## src/rtl/spdec_pkg.sv

```systemverilog
package spdec_pkg;
  localparam int ADDR_W  = 22;
  localparam int BLK_LSB = 13;
  localparam int BLK_W   = ADDR_W - BLK_LSB;
  localparam int HALF_LSB = 15;
  localparam int HALF_W  = ADDR_W - HALF_LSB;
  localparam int NUM_EXT = 5;
  localparam int NUM_CS  = NUM_EXT + 1;
  localparam int RA_W    = 3;

  typedef struct packed {
    logic prog;
    logic data;
    logic io;
  } spaceStb_t;

  typedef struct packed {
    logic [BLK_W-1:0] mask;
    logic [BLK_W-1:0] base;
    logic             enIo;
    logic             enData;
    logic             enProg;
  } extReg_t;

  typedef struct packed {
    logic             hide;
    logic [BLK_W-1:0] base1;
    logic             sp1;
    logic             en1;
    logic [BLK_W-1:0] base0;
    logic             sp0;
    logic             en0;
  } sramReg_t;

  localparam int CFG_W = $bits(sramReg_t);
  localparam int EXT_W = $bits(extReg_t);
endpackage

```

## src/rtl/spdec_ctrl.sv

```systemverilog
module spdec_ctrl
  import spdec_pkg::*;
(
  input  logic                        clk,
  input  logic                        rstN,
  input  logic                        progEn,
  input  logic                        regWrEn,
  input  logic [RA_W-1:0]             regAddr,
  input  logic [CFG_W-1:0]            regWrData,
  input  logic                        spaceProg,
  input  logic                        spaceData,
  input  logic                        spaceIo,
  input  logic                        memStrobe,
  input  logic                        ioStrobe,
  output spaceStb_t                   stb,
  output sramReg_t                    sramCfg,
  output extReg_t [NUM_EXT-1:0]       extCfg
);
  logic wrOk;
  logic onlyOne;

  assign wrOk = progEn & regWrEn;

  // SRAM placement register, index 0
  always_ff @(posedge clk or negedge rstN) begin
    if (!rstN) begin
      sramCfg <= '0;
    end else if (wrOk && regAddr == RA_W'(0)) begin
      sramCfg <= sramReg_t'(regWrData);
    end
  end

  // External window registers, indices 1..NUM_EXT
  for (genvar k = 0; k < NUM_EXT; k++) begin : g_ext
    always_ff @(posedge clk or negedge rstN) begin
      if (!rstN) begin
        extCfg[k] <= '0;
      end else if (wrOk && regAddr == RA_W'(k + 1)) begin
        extCfg[k] <= extReg_t'(regWrData[EXT_W-1:0]);
      end
    end
  end

  // Exactly one space active, then validated by its own strobe type
  assign onlyOne  = ({spaceProg, spaceData, spaceIo} == 3'b100) ||
                    ({spaceProg, spaceData, spaceIo} == 3'b010) ||
                    ({spaceProg, spaceData, spaceIo} == 3'b001);
  assign stb.prog = onlyOne & spaceProg & memStrobe;
  assign stb.data = onlyOne & spaceData & memStrobe;
  assign stb.io   = onlyOne & spaceIo   & ioStrobe;
endmodule

```

## src/rtl/spdec_match.sv

```systemverilog
module spdec_match
  import spdec_pkg::*;
(
  input  spaceStb_t             stb,
  input  sramReg_t              sramCfg,
  input  extReg_t [NUM_EXT-1:0] extCfg,
  input  logic [ADDR_W-1:0]     addr,
  output logic                  sramSel,
  output logic [NUM_CS-1:0]     extCsN,
  output logic                  fwdCycle
);
  logic [BLK_W-1:0]   blk;
  logic [HALF_W-1:0]  halfTag;
  logic               hit0, hit1, anyValid;
  logic [NUM_EXT-1:0] extHit;
  logic [NUM_EXT-1:0] grant;
  logic [NUM_CS-1:0]  sel;

  assign blk      = addr[ADDR_W-1:BLK_LSB];
  assign halfTag  = addr[ADDR_W-1:HALF_LSB];
  assign anyValid = stb.prog | stb.data | stb.io;

  // Internal halves: memory spaces only, never I/O
  assign hit0 = sramCfg.en0 & (sramCfg.sp0 ? stb.data : stb.prog) &
                (halfTag == sramCfg.base0[BLK_W-1:HALF_LSB-BLK_LSB]);
  assign hit1 = sramCfg.en1 & (sramCfg.sp1 ? stb.data : stb.prog) &
                (halfTag == sramCfg.base1[BLK_W-1:HALF_LSB-BLK_LSB]);
  assign sramSel = hit0 | hit1;

  for (genvar k = 0; k < NUM_EXT; k++) begin : g_win
    logic spaceOk;
    assign spaceOk   = (extCfg[k].enProg & stb.prog) |
                       (extCfg[k].enData & stb.data) |
                       (extCfg[k].enIo   & stb.io);
    assign extHit[k] = spaceOk &
                       (((blk ^ extCfg[k].base) & extCfg[k].mask) == '0);
  end

  // Lowest-numbered matching window wins
  always_comb begin
    logic taken;
    taken = 1'b0;
    grant = '0;
    for (int k = 0; k < NUM_EXT; k++) begin
      if (extHit[k] && !taken) begin
        grant[k] = 1'b1;
        taken    = 1'b1;
      end
    end
  end

  assign sel[0]         = anyValid & ~sramSel & ~(|extHit);
  assign sel[NUM_CS-1:1] = sramSel ? '0 : grant;
  assign extCsN         = ~sel;
  assign fwdCycle       = ~(sramCfg.hide & sramSel);
endmodule

```

## src/rtl/spdec_top.sv

```systemverilog
module spdec_top
  import spdec_pkg::*;
(
  input  logic               clk,
  input  logic               rstN,
  input  logic               progEn,
  input  logic               regWrEn,
  input  logic [RA_W-1:0]    regAddr,
  input  logic [CFG_W-1:0]   regWrData,
  input  logic               spaceProg,
  input  logic               spaceData,
  input  logic               spaceIo,
  input  logic               memStrobe,
  input  logic               ioStrobe,
  input  logic [ADDR_W-1:0]  addr,
  output logic               sramSel,
  output logic [NUM_CS-1:0]  extCsN,
  output logic               fwdCycle
);
  spaceStb_t             stb;
  sramReg_t              sramCfg;
  extReg_t [NUM_EXT-1:0] extCfg;

  spdec_ctrl u_ctrl (
    .clk(clk), .rstN(rstN), .progEn(progEn), .regWrEn(regWrEn),
    .regAddr(regAddr), .regWrData(regWrData),
    .spaceProg(spaceProg), .spaceData(spaceData), .spaceIo(spaceIo),
    .memStrobe(memStrobe), .ioStrobe(ioStrobe),
    .stb(stb), .sramCfg(sramCfg), .extCfg(extCfg)
  );

  spdec_match u_match (
    .stb(stb), .sramCfg(sramCfg), .extCfg(extCfg), .addr(addr),
    .sramSel(sramSel), .extCsN(extCsN), .fwdCycle(fwdCycle)
  );
endmodule

```

## config.mk

```make
export PLATFORM = sky130hd
export DESIGN_NAME = spdec_top
export DESIGN_NICKNAME = d
export VERILOG_FILES = /design/src/rtl/spdec_pkg.sv /design/src/rtl/spdec_ctrl.sv /design/src/rtl/spdec_match.sv /design/src/rtl/spdec_top.sv
export SDC_FILE = /design/constraint.sdc
export NUM_CORES = 1
export LEC_CHECK = 0
export BUFFER_PORTS_ARGS = -buffer_cell sky130_fd_sc_hd__buf_2
export CAP_MARGIN = 15
export CORE_MARGIN = 10
export CORE_UTILIZATION = 63
export DETAILED_ROUTE_END_ITERATION = 6
export HOLD_SLACK_MARGIN = 0.08
export PLACE_DENSITY = 0.85
export SLEW_MARGIN = 20
export SYNTH_ARGS = -nofsm -noshare
export SYNTH_HDL_FRONTEND = slang
export SYNTH_SLANG_ARGS = --single-unit
```

## constraint.sdc

```tcl
create_clock -name clk -period 3.7 [get_ports clk]
set_input_delay 0.185 -clock clk [delete_from_list [all_inputs] [get_ports clk]]
set_output_delay 0.185 -clock clk [all_outputs]
set_load 0.02 [all_outputs]
```

# ---- Word level (Yosys, flattened, before mapping)
# Cells that the tools add are included.
# W data, S select, Z words.
dict set report word_totals {
  wordCells 137
  register_bits 128
  inputBits 57
}
dict set report op_classes {
  n_eq_ne 10
  muxes 11
  bitwise 61
  reduce_logical 23
}
# operator n
set ops {}
lappend ops {{$and A9 B9 Y9} 5}
lappend ops {{$logic_not A9 Y1} 5}
lappend ops {{$xor A9 B9 Y9} 5}
lappend ops {{$and A1 B1 Y1} 34}
lappend ops {{$eq A7 B7 Y1} 2}
lappend ops {{$or A1 B1 Y1} 13}
lappend ops {{$logic_and A1 B1 Y1} 10}
lappend ops {{$mux W1} 10}
lappend ops {{$eq A3 B2 Y1 const B} 3}
lappend ops {{$eq A3 B3 Y1 const B} 3}
lappend ops {{$eq A3 B1 Y1 const B} 2}
lappend ops {{$not A6 Y6} 1}
lappend ops {{$mux W5} 1}
lappend ops {{$reduce_or A5 Y1} 1}
lappend ops {{$logic_not A1 Y1} 4}
lappend ops {{$logic_not A3 Y1} 1}
lappend ops {{$not A1 Y1} 3}
lappend ops {{$logic_or A1 B1 Y1} 2}

# ---- Logic depth before layout (Yosys ltp)
dict set report depth {
  word_depth 24
  depth_mapped 7
}

# ---- Modules after synthesis
# Synthesis repeated with hierarchy kept, for this count alone.
dict set report hier_totals {
  cells_unflattened 403
  area_unflattened_um2 5796.8
}
# mod area_each_um2 cells_each seq_area_each_um2 n_inst
set by_module_without_submodules {}
lappend by_module_without_submodules {spdec_ctrl 4799.6 282 3203.1 1}
lappend by_module_without_submodules {spdec_match 997.2 121 0.0 1}

# ---- Worst setup path after synthesis
# Ideal clock, no wire load.
dict set report synth_path {
  path_kind {register to output}
  start {register u_ctrl.sramCfg[5] (netlist name)}
  end {output port extCsN[5]}
  arrival_ps 1548
  required_time_ps 3515
  path_stages_with_launch 7
  setup_slack_ps 1967
  path_cell_list {dfrtp_1 -> xnor2_2 -> nand4_4 -> nor3_1 -> nor4_2 -> nor4b_4 -> nand3b_1}
}
dict set report synth_between {
  elab_chain_cells 5
}
# element line_no
set synth_rtl {}
lappend synth_rtl {{$eq A7 B7 Y1} spdec_match.sv:25} ;# (halfTag == sramCfg.base0[BLK_W-1:HALF_LSB-BLK_LSB]);
lappend synth_rtl {{$and A1 B1 Y1} spdec_match.sv:24} ;# assign hit0 = sramCfg.en0 & (sramCfg.sp0 ? stb.data : stb.prog) &
lappend synth_rtl {{$or A1 B1 Y1} spdec_match.sv:28} ;# assign sramSel = hit0 | hit1;
lappend synth_rtl {{$mux W5} spdec_match.sv:53} ;# assign sel[NUM_CS-1:1] = sramSel ? '0 : grant;
lappend synth_rtl {{$not A6 Y6} spdec_match.sv:54} ;# assign extCsN = ~sel;
lappend synth_rtl {{to (decl)} spdec_top.sv:17} ;# output logic [NUM_CS-1:0] extCsN,
# Every way passes these cells.

# ---- Final worst setup path
dict set report layout_path {
  start {register u_ctrl.extCfg[10] (netlist name)}
  end {output port extCsN[3]}
}
dict set report layout_between {
  elab_chain_cells 13
}
# element line_no
set layout_rtl {}
lappend layout_rtl {{$xor A9 B9 Y9 (*)} spdec_match.sv:36} ;# (((blk ^ extCfg[k].base) & extCfg[k].mask) == '0);
lappend layout_rtl {{$and A9 B9 Y9 (*)} spdec_match.sv:36}
lappend layout_rtl {{$logic_not A9 Y1 (*)} spdec_match.sv:36}
lappend layout_rtl {{$and A1 B1 Y1 (*)} spdec_match.sv:35} ;# assign extHit[k] = spaceOk &
lappend layout_rtl {{$mux W1 (*)} spdec_match.sv:45} ;# if (extHit[k] && !taken) begin
lappend layout_rtl {{$logic_not A1 Y1} spdec_match.sv:45}
lappend layout_rtl {{$logic_and A1 B1 Y1} spdec_match.sv:45}
lappend layout_rtl {{$mux W1 (*)} spdec_match.sv:45}
lappend layout_rtl {{$logic_not A1 Y1 (*)} spdec_match.sv:45}
lappend layout_rtl {{$logic_and A1 B1 Y1 (*)} spdec_match.sv:45}
lappend layout_rtl {{$mux W1 (*)} spdec_match.sv:45}
lappend layout_rtl {{$mux W5 (*)} spdec_match.sv:53}
lappend layout_rtl {{$not A6 Y6 (*)} spdec_match.sv:54}
# Mark *: on every way between the ends. The rest lies on a longest branch, timed or not.

==> results.txt <==
----------------------------------------------------
[Layout]
  Multi-input logic area ... 2575 µm²
  Number of inserted diodes ... 0
  # fillers ... 539
  Fin nets ... 546
  Proportion of layout cells with a drive suffix above 1 ... 38.32%
  Area occupied by registers ... 3103 µm²
  Number of standard cells in the layout, taps in and fillers out ... 609
  Area added between synthesis and finish ... 18.86%

[Floorplanning]
  Die area ... 13420 µm²
  Overall die height ... 115.8 µm
  # rows ... 34
  Total I/O pin count ... 65
  Width of the die ... 115.8 µm
  Initial Utilization ... 65.38%
  Placeable core region ... 8848 µm²

[STA]
  Max-slew headroom at the worst pin ... 29.90%
  Achievable clock frequency ... 0.3745 GHz
  Unrepaired setup endpoints after global routing ... false
  Pins Over Slew Limit ... 0
  Tcrit/Tclk final ... 72.16%
  Clock skew after layout ... 0 ps
  Final count of hold timing violations ... 0
  Setup TNS after final layout ... 0 ps
  Actual slew at the worst max-slew pin ... 1051 ps
  Fin crit period ... 2670 ps
  Setup Viol. Count Final ... 0

[Place]
  IO buf count ... 51
  Placed wire-length estimate ... 8645 µm
  Global placer's final weighted congestion ... 0.8157
  Placed instance count ... 554

[GRT]
  Number of antenna violations at the first check in global routing ... 0
  Largest net degree at the start of global routing ... 61
  Gr ovfl total ... 0
  All-Layer GR Usage ... 21.17%
  Global-route wire length before repair ... 21620 µm
  Via count of the first global-routing pass ... 4026

[Hold path]
  Class of the most critical hold timing path ... input pin to flop
  Critical hold path startpoint ... regAddr[0]

[Detailed routing]
  Met1 Routed Length ... 5564 µm
  WL met2 ... 6772 µm
  Met3 wire len ... 759 µm
  Uppermost signal routing layer after detailed routing ... met4
  Vias per Instance ... 5.949
  Detailed Route Iter0 Violations ... 261
  Post-Route WL ... 13380 µm
  Wire per inst ... 21.98 µm
  Post-route DRC violation count ... 0
  Total iterations of the first detailed-routing run ... 6
  Post-detailed-route count of antenna-violating nets ... 0
  Vias after detailed routing ... 3623

[Synth]
  Leading cell type by number of instances after synthesis ... dfrtp_1
  Total standard cell area after synthesis ... 5786 µm²
  Area share of the leading cell type in the synthesized netlist ... 53.63%
  Yosys warning count ... 0
  Ranking of synthesized cells by instance count ... dfrtp_1, mux2_2, xor2_1, mux2_1, a22oi_1
  Synthesized netlist net count ... 470
  Dominant register cell in the synthesized netlist ... dfrtp_1
  Async S/R FF share, synth ... 100.0%
  Mean post-synth cell area ... 14.01 µm²
  Instance count of the mapped netlist ... 413
  Top post-synthesis cells by area ... dfrtp_1, mux2_2, xor2_1
  Sequential cell area fraction in the yosys report ... 53.63%
  Number of synthesized flops with an enable pin ... 0
  Number of different library cells in the post-synthesis netlist ... 34
  Register bit total from synthesis ... 124
  Yosys top cell by area ... dfrtp_1

[Clock network]
  Clock edge transition at the registers on the reported setup and hold paths ... 60 ps
  Clock latency at the later pin of the worst-skew pair ... 510 ps
  Number of CTS-inserted buffers ... 17
  CTS sink count ... 124
  Clk Tree Root Cell ... clkbuf_8
  Clock tree from TritonCTS ... done
  Resize count post-CTS ... 0
  Setup Fix Bufs, Post-CTS ... 0
  Quantity of hold-fixing buffers added after cts ... 24
  H-tree levels ... 4
  CTS max path bufs ... 2

[Worst setup path]
  Sort of element at the start of the critical path ... flop
  CP Max Fanout ... 3
  Data required time of the critical path ... 3510 ps
  Origin of the worst setup path ... u_ctrl.extCfg[10]
  Start of the worst register-to-register path ... u_ctrl.extCfg[17]
  Kind of capture point of the worst setup path ... output pin
  Worst Setup Path Type ... flop to output pin
  Crit path DAT ... 2490 ps

[Pwr]
  Max VDD drop ... 0.3480 mV
  Power per standard cell area ... 595.5 nW/µm²
  Sw Share ... 26.62%
  Switching power summed over all nets ... 0.001090 W
  Internal power summed over all cells ... 0.003005 W
  Part of the total power dissipated in the clock network ... 36.1%
  Comb pwr share ... 18.1%
  Leak ... 3.064 nW
  Proportion of power drawn by flip-flops and latches ... 45.8%

[Run]
  Maximum Capacitance Violations ... 0

[Status]
  Result of the run ... completed

----------------------------------------------------
-- cells in the final DEF, fill, tap and decap left out, types with 2 or more instances in the layout --
master | netlist | layout
and4bb_4 | 2 | 2
clkbuf_8 | 0 | 7
a22oi_1 | 15 | 15
clkinvlp_4 | 0 | 2
nand2_1 | 10 | 10
mux2_1 | 31 | 31
mux2_2 | 93 | 93
clkinv_2 | 0 | 4
clkbuf_16 | 0 | 16
nor3b_1 | 2 | 2
buf_4 | 4 | 4
dlygate4sd3_1 | 0 | 24
nor2_4 | 0 | 2
nand2b_1 | 2 | 2
nand3b_1 | 6 | 6
a21oi_1 | 7 | 7
clkbuf_1 | 3 | 2
dfrtp_1 | 124 | 124
nand4_1 | 2 | 2
nor3b_2 | 3 | 3
nand3_1 | 7 | 6
nor2_1 | 6 | 4
nor4b_1 | 2 | 2
xor2_1 | 45 | 45
nor3_1 | 4 | 3
buf_2 | 10 | 50
a22o_1 | 3 | 3
a222oi_1 | 5 | 5
xnor2_1 | 13 | 13
xnor2_2 | 2 | 2
-- final cells by class --
type	instances	share of cell area, %
Timing Repair Buffer	78	7.569
Sequential cell	124	45.12
Multi-Input combinational cell	267	37.45
Clock buffer	25	7.333
Inverter	1	0.05459
Tap cell	108	1.965
Clock inverter	6	0.5095
-- state kept, by name (all words and copies together), names as in the netlist --
| name | flops |
|---|---|
| u_ctrl.extCfg | 105 |
| u_ctrl.sramCfg | 19 |
-- routing by layer --
metal / vias to the layer above / GRT usage, %
met4: 0 / 8.757
met2: 101 / 34.58
met5: - / 0
met1: 1863 / 26.54
li1: 1635 / -
met3: 24 / 5.013
-- power by group through the flow --
stage / Combinational (W) / Sequential (W) / Clock (W)
after detailed placement: 0.000709 / 0.00189 / 0
after global placement: 0.000680 / 0.00186 / 0
final: 0.000742 / 0.00188 / 0.00148
after global routing: 0.000810 / 0.00191 / 0.00157
after CTS: 0.000748 / 0.00187 / 0.00149
after floorplan: 0.000528 / 0.00183 / 0
-- metrics by stage --
stage | power (W) | utilization, % | hold WS [ps] | worst slack (ps) | cell area, µm²
6_report | 0.004095 | 77.71 | 256.3 | 1030 | 6877
5_1_grt | 0.004285 | 77.71 | 278.0 | 894.0 | 6877
4_1_cts | 0.004115 | 77.55 | 313.4 | 1009 | 6862
3_5_place_dp | 0.002596 | 68.74 | 305.3 | 1579 | 6082
3_3_place_gp | 0.002541 | 68.74 | 292.6 | 1643 | 6082
2_1_floorplan | 0.002360 | - | -110.6 | 1967 | 5786
-- worst max-delay path, cell delays in order, from the launching register on --
cell,delay [ps]
dfrtp_1,390
xor2_1,170
a222oi_1,570
nor3b_2,460
nor2b_1,120
nand3b_1,100
buf_2,160
-- path summary, 6_finish.rpt --
kind | to | slack, ps | cells past startpoint
worst max-delay path | extCsN[3] | 1030 | 6
worst min-delay path | u_ctrl.extCfg[23] | 260 | 3
worst max register to register | u_ctrl.extCfg[17] | 2880 | 1
worst min register to register | u_ctrl.extCfg[0] | 490 | 1
max in group asynchronous | u_ctrl.extCfg[94] | 2460 | 3
min in group asynchronous | u_ctrl.extCfg[61] | 290 | 2
-- kinds of logic after synthesis --
kind of cell | after synthesis | share of synthesized area [%]
simple gates | 53 | 6.726
compound gates | 30 | 3.871
flops | 124 | 53.63
mux | 124 | 24.13
buf+inv | 22 | 2.292
xor+xnor | 60 | 9.343
(Power assumes the default switching activity.)
